[src/rtl/hazard_pkg.sv]
package hazard_pkg;
    typedef enum logic [1:0] {
        BYP_RF  = 2'b00,
        BYP_WB  = 2'b01,
        BYP_MEM = 2'b10
    } byp_sel_e;

    typedef struct packed {
        logic pc_we;
        logic ifid_we;
        logic bubble;
    } stall_ctl_t;
endpackage

[src/rtl/byp_select.sv]
module byp_select
    import hazard_pkg::*;
#(
    parameter int REG_W = 5
) (
    input  logic [REG_W-1:0] src_i,
    input  logic [REG_W-1:0] mem_rd_i,
    input  logic             mem_regwr_i,
    input  logic [REG_W-1:0] wb_rd_i,
    input  logic             wb_regwr_i,
    output byp_sel_e         sel_o
);
    localparam logic [REG_W-1:0] ZERO_REG = '0;

    logic mem_hit;
    logic wb_hit;

    always_comb begin
        mem_hit = mem_regwr_i && (mem_rd_i != ZERO_REG) && (mem_rd_i == src_i);
        wb_hit  = wb_regwr_i  && (wb_rd_i  != ZERO_REG) && (wb_rd_i  == src_i);
        if (mem_hit) begin
            sel_o = BYP_MEM;
        end else if (wb_hit) begin
            sel_o = BYP_WB;
        end else begin
            sel_o = BYP_RF;
        end
    end
endmodule

[src/rtl/lduse_detect.sv]
module lduse_detect #(
    parameter int REG_W   = 5,
    parameter int NUM_SRC = 2
) (
    input  logic [NUM_SRC*REG_W-1:0] dec_src_i,
    input  logic [REG_W-1:0]         exe_rd_i,
    input  logic                     exe_load_i,
    input  logic                     exe_regwr_i,
    output logic                     hazard_o
);
    localparam logic [REG_W-1:0] ZERO_REG = '0;

    logic [NUM_SRC-1:0] src_hit;
    logic               producer_ok;

    assign producer_ok = exe_load_i && exe_regwr_i && (exe_rd_i != ZERO_REG);

    for (genvar s = 0; s < NUM_SRC; s++) begin : g_cmp
        assign src_hit[s] = producer_ok && (dec_src_i[s*REG_W +: REG_W] == exe_rd_i);
    end

    assign hazard_o = |src_hit;
endmodule

[src/rtl/hazard_unit.sv]
module hazard_unit
    import hazard_pkg::*;
#(
    parameter int REG_W   = 5,
    parameter int NUM_SRC = 2
) (
    input  logic [NUM_SRC*REG_W-1:0] dec_src_i,
    input  logic [NUM_SRC*REG_W-1:0] exe_src_i,
    input  logic [REG_W-1:0]         exe_rd_i,
    input  logic                     exe_load_i,
    input  logic                     exe_regwr_i,
    input  logic [REG_W-1:0]         mem_rd_i,
    input  logic                     mem_regwr_i,
    input  logic [REG_W-1:0]         wb_rd_i,
    input  logic                     wb_regwr_i,
    output logic [NUM_SRC*2-1:0]     byp_sel_o,
    output logic                     pc_we_o,
    output logic                     ifid_we_o,
    output logic                     bubble_o
);
    localparam int SEL_W = 2;

    logic       load_hazard;
    stall_ctl_t ctl_d;

    for (genvar s = 0; s < NUM_SRC; s++) begin : g_opnd
        byp_sel_e sel;
        byp_select #(.REG_W(REG_W)) u_sel (
            .src_i       (exe_src_i[s*REG_W +: REG_W]),
            .mem_rd_i    (mem_rd_i),
            .mem_regwr_i (mem_regwr_i),
            .wb_rd_i     (wb_rd_i),
            .wb_regwr_i  (wb_regwr_i),
            .sel_o       (sel)
        );
        assign byp_sel_o[s*SEL_W +: SEL_W] = sel;
    end

    lduse_detect #(.REG_W(REG_W), .NUM_SRC(NUM_SRC)) u_lduse (
        .dec_src_i   (dec_src_i),
        .exe_rd_i    (exe_rd_i),
        .exe_load_i  (exe_load_i),
        .exe_regwr_i (exe_regwr_i),
        .hazard_o    (load_hazard)
    );

    always_comb begin
        ctl_d.pc_we   = !load_hazard;
        ctl_d.ifid_we = !load_hazard;
        ctl_d.bubble  = load_hazard;
    end

    assign pc_we_o   = ctl_d.pc_we;
    assign ifid_we_o = ctl_d.ifid_we;
    assign bubble_o  = ctl_d.bubble;
endmodule

[config.mk]
export PLATFORM = sky130hd
export DESIGN_NAME = hazard_unit
export DESIGN_NICKNAME = d
export VERILOG_FILES = /design/src/rtl/hazard_pkg.sv /design/src/rtl/byp_select.sv /design/src/rtl/lduse_detect.sv /design/src/rtl/hazard_unit.sv
export SDC_FILE = /design/constraint.sdc
export NUM_CORES = 1
export LEC_CHECK = 0
export BUFFER_PORTS_ARGS = -buffer_cell sky130_fd_sc_hd__buf_2
export CAP_MARGIN = 20
export CORE_AREA = 2 2 39 41
export DETAILED_ROUTE_END_ITERATION = 7
export DIE_AREA = 0 0 41 43
export GPL_TIMING_DRIVEN = 0
export MAX_ROUTING_LAYER = met4
export PLACE_DENSITY = 0.81
export REMOVE_ABC_BUFFERS = 1
export SLEW_MARGIN = 25
export SYNTH_ARGS = -nofsm -noshare
export SYNTH_HDL_FRONTEND = slang
export SYNTH_SLANG_ARGS = --single-unit
[constraint.sdc]
create_clock -name vclk -period 1.9
set_clock_uncertainty 0.1 [all_clocks]
set_input_delay 0.38 -clock vclk [all_inputs]
set_output_delay 0.38 -clock vclk [all_outputs]
set_load 0.02 [all_outputs]
**Yosys cells after proc, flatten, opt, wreduce, memory -nomap -nowiden**

Index checks and enable logic that the tools add are counted.

- Multipliers: 0
- Add/sub/neg operators: 0
- $lt $le $gt $ge: 0
- Equality and inequality tests: 6
- Bitwise operators: 0
- Shift-type cells: 0
- Divide/modulo/power cells: 0
- Reduce and logical (&&, ||, !) cells: 15
- Mux-type cells: 4

Operators with widths:

| kind | number |
|---|---|
| == test 5 bit | 6 |
| nonzero test 5 bit | 3 |
| logical AND 1 bit | 10 |
| 2-to-1 mux 2 bit | 2 |
| 2-to-1 mux 1 bit | 2 |
| OR reduction 2 bit | 1 |
| zero test 1 bit | 1 |

- Memories kept: 0
- Register bits: 0
- Input port bits: 39
- Word-level logic and storage cells: 25
- Bits in latches: 0
- Output and inout bits: 7
- ROM bits: 0
- Memory bits (writable): 0

**Depth between registers and ports, before layout**

Gate-level depths: netlist of the first run.

- Depth in word-level cells: 5
- Gate-level depth with buffers: 5
- Mapped depth without buffers: 4

**Cells and area by module**

A second synthesis of the first run with hierarchy kept.

- Cell total of the unflattened synthesis: 61
- Area, all modules: 461.7 um^2

Modules (own cells, without submodules):

| module | area each (um^2) | seq. area each (um^2) | cells each | times used |
|---|---|---|---|---|
| byp_select | 158.9 | 0.0 | 21 | 2 |
| lduse_detect | 132.6 | 0.0 | 17 | 1 |
| hazard_unit | 11.3 | 0.0 | 2 | 1 |

**Worst setup path after synthesis of the first run**

OpenSTA, ideal clock, no wires.

- Path type: input -> output
- From: input port mem_rd_i[0]
- To: output port byp_sel_o[0]
- Data arrival time: 1642 ps
- Data required time: 1420 ps
- Slack: -222 ps
- Buffers on the path: 0
- Cell stages on the path: 4
- Cells stage by stage: or4_1 > o21ai_2 > nor4_1 > nor4_2

- Longest elaborated chain between the ends: 4
- Elaborated cells on any way between the ends: 5
- Those cells by class: eq/ne (1); mux (1); reduce/logical (3)

RTL lines:

| item | line | RTL |
|---|---|---|
| from (decl) | hazard_unit.sv:12 | `input logic [REG_W-1:0] mem_rd_i,` |
| nonzero test 5 bit | byp_select.sv:19 | `mem_hit = mem_regwr_i && (mem_rd_i != ZERO_REG) && (mem_rd_i == src_i);` |
| logical AND 1 bit | byp_select.sv:19 |  |
| logical AND 1 bit * | byp_select.sv:19 |  |
| net g_opnd[0].u_sel.mem_hit | byp_select.sv:15 | `logic mem_hit;` |
| 2-to-1 mux 2 bit * | byp_select.sv:21 | `if (mem_hit) begin` |
| to (decl) | hazard_unit.sv:16 | `output logic [NUM_SRC*2-1:0] byp_sel_o,` |

Mark *: on every way through the listed nets, which the timed path passes. The rest lies on a longest branch.

**Worst setup path in the final report of the first run**

- From: input port mem_rd_i[3]
- To: output port byp_sel_o[0]

- Longest elaborated chain between the ends: 4
- Elaborated cells on any way between the ends: 5
- Those cells by class: eq/ne (1); mux (1); reduce/logical (3)

RTL lines:

| item | line |
|---|---|
| nonzero test 5 bit | byp_select.sv:19 |
| logical AND 1 bit | byp_select.sv:19 |
| logical AND 1 bit * | byp_select.sv:19 |
| 2-to-1 mux 2 bit * | byp_select.sv:21 |

Mark *: on every way between the ends. The rest lies on a longest branch, timed or not.

==> metrics, run 1 <==
run status=complete, but fails checks; failing checks=setup timing; buffers and inverters on the worst path=3; core area=1380 µm²; vias in the first global route=561; Total Routed Length=1590 µm; WP data required=1.42 ns; Worst-Margin Slew=0.298 ns; max cap viols=0; die width=41 µm; Int Power=0.0000958 W; Lkg Pwr=0.352 nW; share of layout cells above drive strength 1=0.612; part of the power in combinational logic=1.000; clock group share of total power=0; FF+latch count=0; fin worst setup slack=-0.299 ns; crit path time final=2.20 ns; first-pass GRT wire length=2370 µm; num ports=46; Seq/Total Area, Yosys=0; max_slew headroom=0.800; Crit Path Category=input port to output pin; crit-path leading delay family=simple AND/OR/NAND/NOR gates; final setup vio count=4; Routed Antenna Nets=0; post-layout util=0.599; worst-path maximum fanout=2; post-route clock period utilization=1.16; Setup WS pre-CTS=-0.304 ns; crit-path cells=buf_8 > or4_4 > o21ai_4 > buf_6 > nor4_4 > nor4_2 > buf_4; Routability Congestion=0.789; Fin Hold WS=0.968 ns; Die Y=43 µm; pin count of the biggest net entering global routing=5; Sw Ratio=0.474; critical path capture point=byp_sel_o[0]; Critical Path End Type=output pin; Avg WL per Cell=14.0 µm; Ant. Diodes=0; area of the multi-input gates=488 µm²; Sequential Power Share=0; Crit path depth=7; Vias=569; Peak VDD IR=0.108 mV; Net Sw Power=0.0000862 W; initial drt markers=2; Pwr Total=0.000182 W; Register Area=0 µm²; Post-Route Setup TNS=-0.631 ns; nets=139; synthesized area=428 µm²; worst setup path start=mem_rd_i[3]; post-synthesis cell count=53; Setup crit start kind=input port; CP arrival=1.72 ns; CP peak stage delay=0.53 ns; Hold Fails Final Rpt=0; fmax=455 MHz; GRT overflow=0; max-slew violations=0; Rows=14; DR pass1 iterations=2; initial core utilization=0.309; RSZ-0062 raised after global routing=yes; # DRC=0; Fill cells=125; DR vias/cell=4.99; Total GRT Usage=0.189; Worst path slowest cell=or4_4; PortBufs=46; Cell Pwr Density=219 nW/µm²; distinct cell type count after synthesis=13; Hold Path Class=input port to output pin; initial antenna violation count=0; Area Growth Syn to Fin=93.9%; yosys warns=0; syn avg cell area=8.07 µm²; clock buffer count=0; die area=1760 µm²
-- logic make-up after synthesis --
group | synth area share
AOI/OAI and AO/OA | 0.0936
and+or+nand+nor | 0.240
buffers and inverters | 0.0526
xor gates and xnor gates | 0.614
-- stage by stage --
stage,cells,instance area (µm²)
floorplan,50,405
global placement,112,656
detailed placement,112,656
CTS,114,787
global route,114,830
finish,114,830
-- cell usage after synthesis --
| cell | number | area (µm²) |
|---|---|---|
| xnor2_1 | 16 | 140 |
| xor2_1 | 14 | 123 |
| or4_1 | 5 | 37.5 |
| nand3_1 | 4 | 20.0 |
| buf_4 | 3 | 22.5 |
| nand2_1 | 2 | 7.51 |
| nor4_1 | 2 | 12.5 |
| nor4_2 | 2 | 25.0 |
| o2111a_1 | 1 | 11.3 |
| o2111ai_1 | 1 | 8.76 |
| o21ai_1 | 1 | 5.00 |
| o21ai_2 | 1 | 8.76 |
| o22ai_1 | 1 | 6.26 |
-- what timing repair did --
item / CTS / global route
pin swaps: 9 / 4
hold buffers: 0 / 0
resized for setup: 27 / 9
setup endpoints to repair: 7 / 7
setup buffers: 2 / 1
-- metal layers --
metal	GRT usage	up-vias	wire, µm
met3	0	0	14
li1	-	282	-
met1	0.222	283	593
met2	0.359	4	984
met5	-	-	0
met4	0	0	0
-- cells in the final DEF, fill, tap and decap left out --
master,count
o22ai_2,1
buf_4,7
buf_8,2
xnor2_1,15
o21ai_1,1
xnor2_2,1
nor4_2,1
nand2_1,2
nand3_1,3
buf_2,32
buf_6,7
o21ai_4,1
o2111a_1,1
nor4_4,3
or4_1,2
xor2_1,14
o2111ai_2,1
nand3_2,1
or4_4,3
-- power groups by stage --
stage	Combinational, W	Clock, W	Sequential [W]
after detailed placement	0.000137	0	0
after floorplan	0.0000659	0	0
after CTS	0.000168	0	0
final	0.000182	0	0
after global routing	0.000196	0	0
after global placement	0.000133	0	0
-- worst min-delay path by stage --
stage                         to         from  depth (start not counted)  slack [ns]
global route           ifid_we_o   exe_load_i                          3        0.98
CTS                    ifid_we_o   exe_load_i                          3        0.97
detailed placement     ifid_we_o   exe_load_i                          3        1.00
finish                 ifid_we_o   exe_load_i                          3        0.97
floorplan           byp_sel_o[1]  mem_regwr_i                          2        0.82
global placement         pc_we_o   exe_load_i                          3        1.00
-- tightest hold or removal path, stage by stage --
cell	delay (ns)
buf_2	0.11
o2111ai_2	0.06
buf_4	0.14
-- area by class of cell --
type                            instances  share of cell area
Tap cell                               16              0.0241
Multi-Input combinational cell         50               0.588
Timing Repair Buffer                   48               0.388
Note: power is estimated with default switching activity, not from simulation.
==> run 2, diff against run 1 <==
--- a/config.mk
+++ b/config.mk
@@ -5,14 +5,14 @@
 export SDC_FILE = /design/constraint.sdc
 export NUM_CORES = 1
 export LEC_CHECK = 0
+export ABC_AREA = 1
 export BUFFER_PORTS_ARGS = -buffer_cell sky130_fd_sc_hd__buf_2
 export CAP_MARGIN = 20
-export CORE_AREA = 2 2 39 41
+export CORE_UTILIZATION = 43
 export DETAILED_ROUTE_END_ITERATION = 7
-export DIE_AREA = 0 0 41 43
 export GPL_TIMING_DRIVEN = 0
 export MAX_ROUTING_LAYER = met4
-export PLACE_DENSITY = 0.81
+export PLACE_DENSITY = 0.91
 export REMOVE_ABC_BUFFERS = 1
 export SLEW_MARGIN = 25
 export SYNTH_ARGS = -nofsm -noshare
==> run 2 against run 1 <==
Net effect:
- via count increased by 49%
- non-clock buffer count fell by 2
- synthesized cell count grew to 2.5 times the previous value
- combinational power is 5% lower
- die area shrank 8.4%
- hold slack improved by 0.061 ns
- sequential cell count stayed put
- synthesized area increased by 46%
- the flow now finishes without violations
- critical endpoint is now bubble_o
- utilization grew 4.0 points
- final area up 2.9%
- routed wire length decreased by 6.3%
- sequential share of layout area did not move
==> metrics, run 2 <==
Fin Hold WS=1.03 ns; num ports=46; Critical Path End Type=output pin; Setup crit start kind=input port; initial core utilization=0.470; DR vias/cell=4.42; critical path capture point=bubble_o; clock buffer count=0; post-synthesis cell count=133; initial antenna violation count=0; biggest area contributors in the synthesized netlist=nand2_1, xnor2_1, inv_1, nor2_1, xor2_1; Lkg Pwr=0.576 nW; Worst-Margin Slew=0.217 ns; RSZ-0062 raised after global routing=no; worst setup path start=exe_rd_i[0]; die width=40.2 µm; yosys warns=0; area of the multi-input gates=507 µm²; Routed Antenna Nets=0; Cell Pwr Density=201 nW/µm²; Commonest cells post-synth=nand2_1, inv_1, nor2_1; FF+latch count=0; final setup vio count=0; Crit Path Category=input port to output pin; Avg WL per Cell=7.81 µm; Hold Path Class=input port to output pin; area leader, netlist=nand2_1; Yosys top cell area share=0.311; cell with the most instances after synthesis=nand2_1; Die Y=40.2 µm; PortBufs=46; distinct cell type count after synthesis=13; initial drt markers=11; max_slew headroom=0.855; Register Area=0 µm²; syn avg cell area=4.71 µm²; first-pass GRT wire length=2130 µm; Total GRT Usage=0.190; max-slew violations=0; GRT overflow=0; hold_buf cts=0; # DRC=0; CP arrival=1.18 ns; Pwr Total=0.000172 W; Fill cells=136; vias in the first global route=651; Rows=13; Post-CTS Setup Bufs=0; Peak VDD IR=0.0981 mV; Total Routed Length=1490 µm; DR pass1 iterations=4; WP data required=1.42 ns; Vias=845; nets=217; crit path time final=1.66 ns; Ant. Diodes=0; synthesized area=627 µm²; Post-Route Setup TNS=0 ns; Routability Congestion=0.762; commonest cells after routing, fill and taps aside=nand2_1, buf_2, inv_1, nor2_1, xnor2_1; Seq/Total Area, Yosys=0; post-route clock period utilization=0.876; run status=finished, final reports clean; Hold Fails Final Rpt=0; max cap viols=0; share of layout cells above drive strength 1=0.301; worst-path maximum fanout=4; core area=1330 µm²; Post-CTS Resized=0; post-layout util=0.640; fmax=601 MHz; pin count of the biggest net entering global routing=5; most common cell after layout, fill and taps aside=nand2_1; die area=1610 µm²; Area Growth Syn to Fin=36.1%; DP HPWL=1360 µm
-- run 2: changes by cell type after synthesis, sizes merged, moves of 6 or more --
cell | previous run | this run
inv | 0 | 26
nand2 | 2 | 52
nor2 | 0 | 21
xor2 | 14 | 6
nand3 | 4 | 10
-- run 2: final cells by class --
type,count,area share
well taps,15,0.0220
inverters,26,0.114
repair buffers,46,0.270
multi-input cells,104,0.594
-- run 2: kinds of logic after synthesis --
logic type | after synthesis | share of synthesized area
AND/OR/NAND/NOR | 86 | 0.557
buffers and inverters | 29 | 0.192
XOR/XNOR | 17 | 0.238
AO/OA/AOI/OAI | 1 | 0.0140
-- run 2: routing by layer --
layer | vias to the layer above | routed length, µm | GRT usage | share of wire
met5 | - | 0 | - | 0
met4 | 0 | 0 | 0 | 0
met3 | 0 | 104 | 0 | 0.070
met2 | 40 | 760 | 0.448 | 0.51
met1 | 334 | 626 | 0.169 | 0.42
li1 | 471 | - | - | -
-- run 2: worst min path at each step --
stage	startpoint	endpoint	slack (ns)	cells past startpoint
after floorplan	mem_regwr_i	byp_sel_o[1]	0.79	2
after global placement	mem_regwr_i	byp_sel_o[3]	1.02	4
after detailed placement	mem_regwr_i	byp_sel_o[3]	1.03	4
after CTS	mem_regwr_i	byp_sel_o[3]	1.03	4
after global routing	mem_regwr_i	byp_sel_o[1]	1.05	4
final	mem_regwr_i	byp_sel_o[3]	1.03	4
-- run 2: worst max-delay path, stage by stage --
cell	delay, ns
buf_2	0.13
xnor2_1	0.21
nand2_1	0.07
nor2_1	0.11
nand3_1	0.07
nand2_1	0.06
buf_2	0.16
-- run 2: metrics by stage --
| stage | instances | setup WS [ns] | instance area, µm² |
|---|---|---|---|
| after global placement | 191 | 0.251 | 853 |
| after global routing | 191 | 0.143 | 853 |
| after detailed placement | 191 | 0.245 | 853 |
| final | 191 | 0.235 | 853 |
| after floorplan | 130 | 0.335 | 604 |
| after CTS | 191 | 0.235 | 853 |
-- run 2: report_power, final --
group	internal, W	switching, W	total (W)
registers	0	0	0
clock network	0	0	0
logic	0.0000795	0.0000923	0.000172
total	0.0000795	0.0000923	0.000172
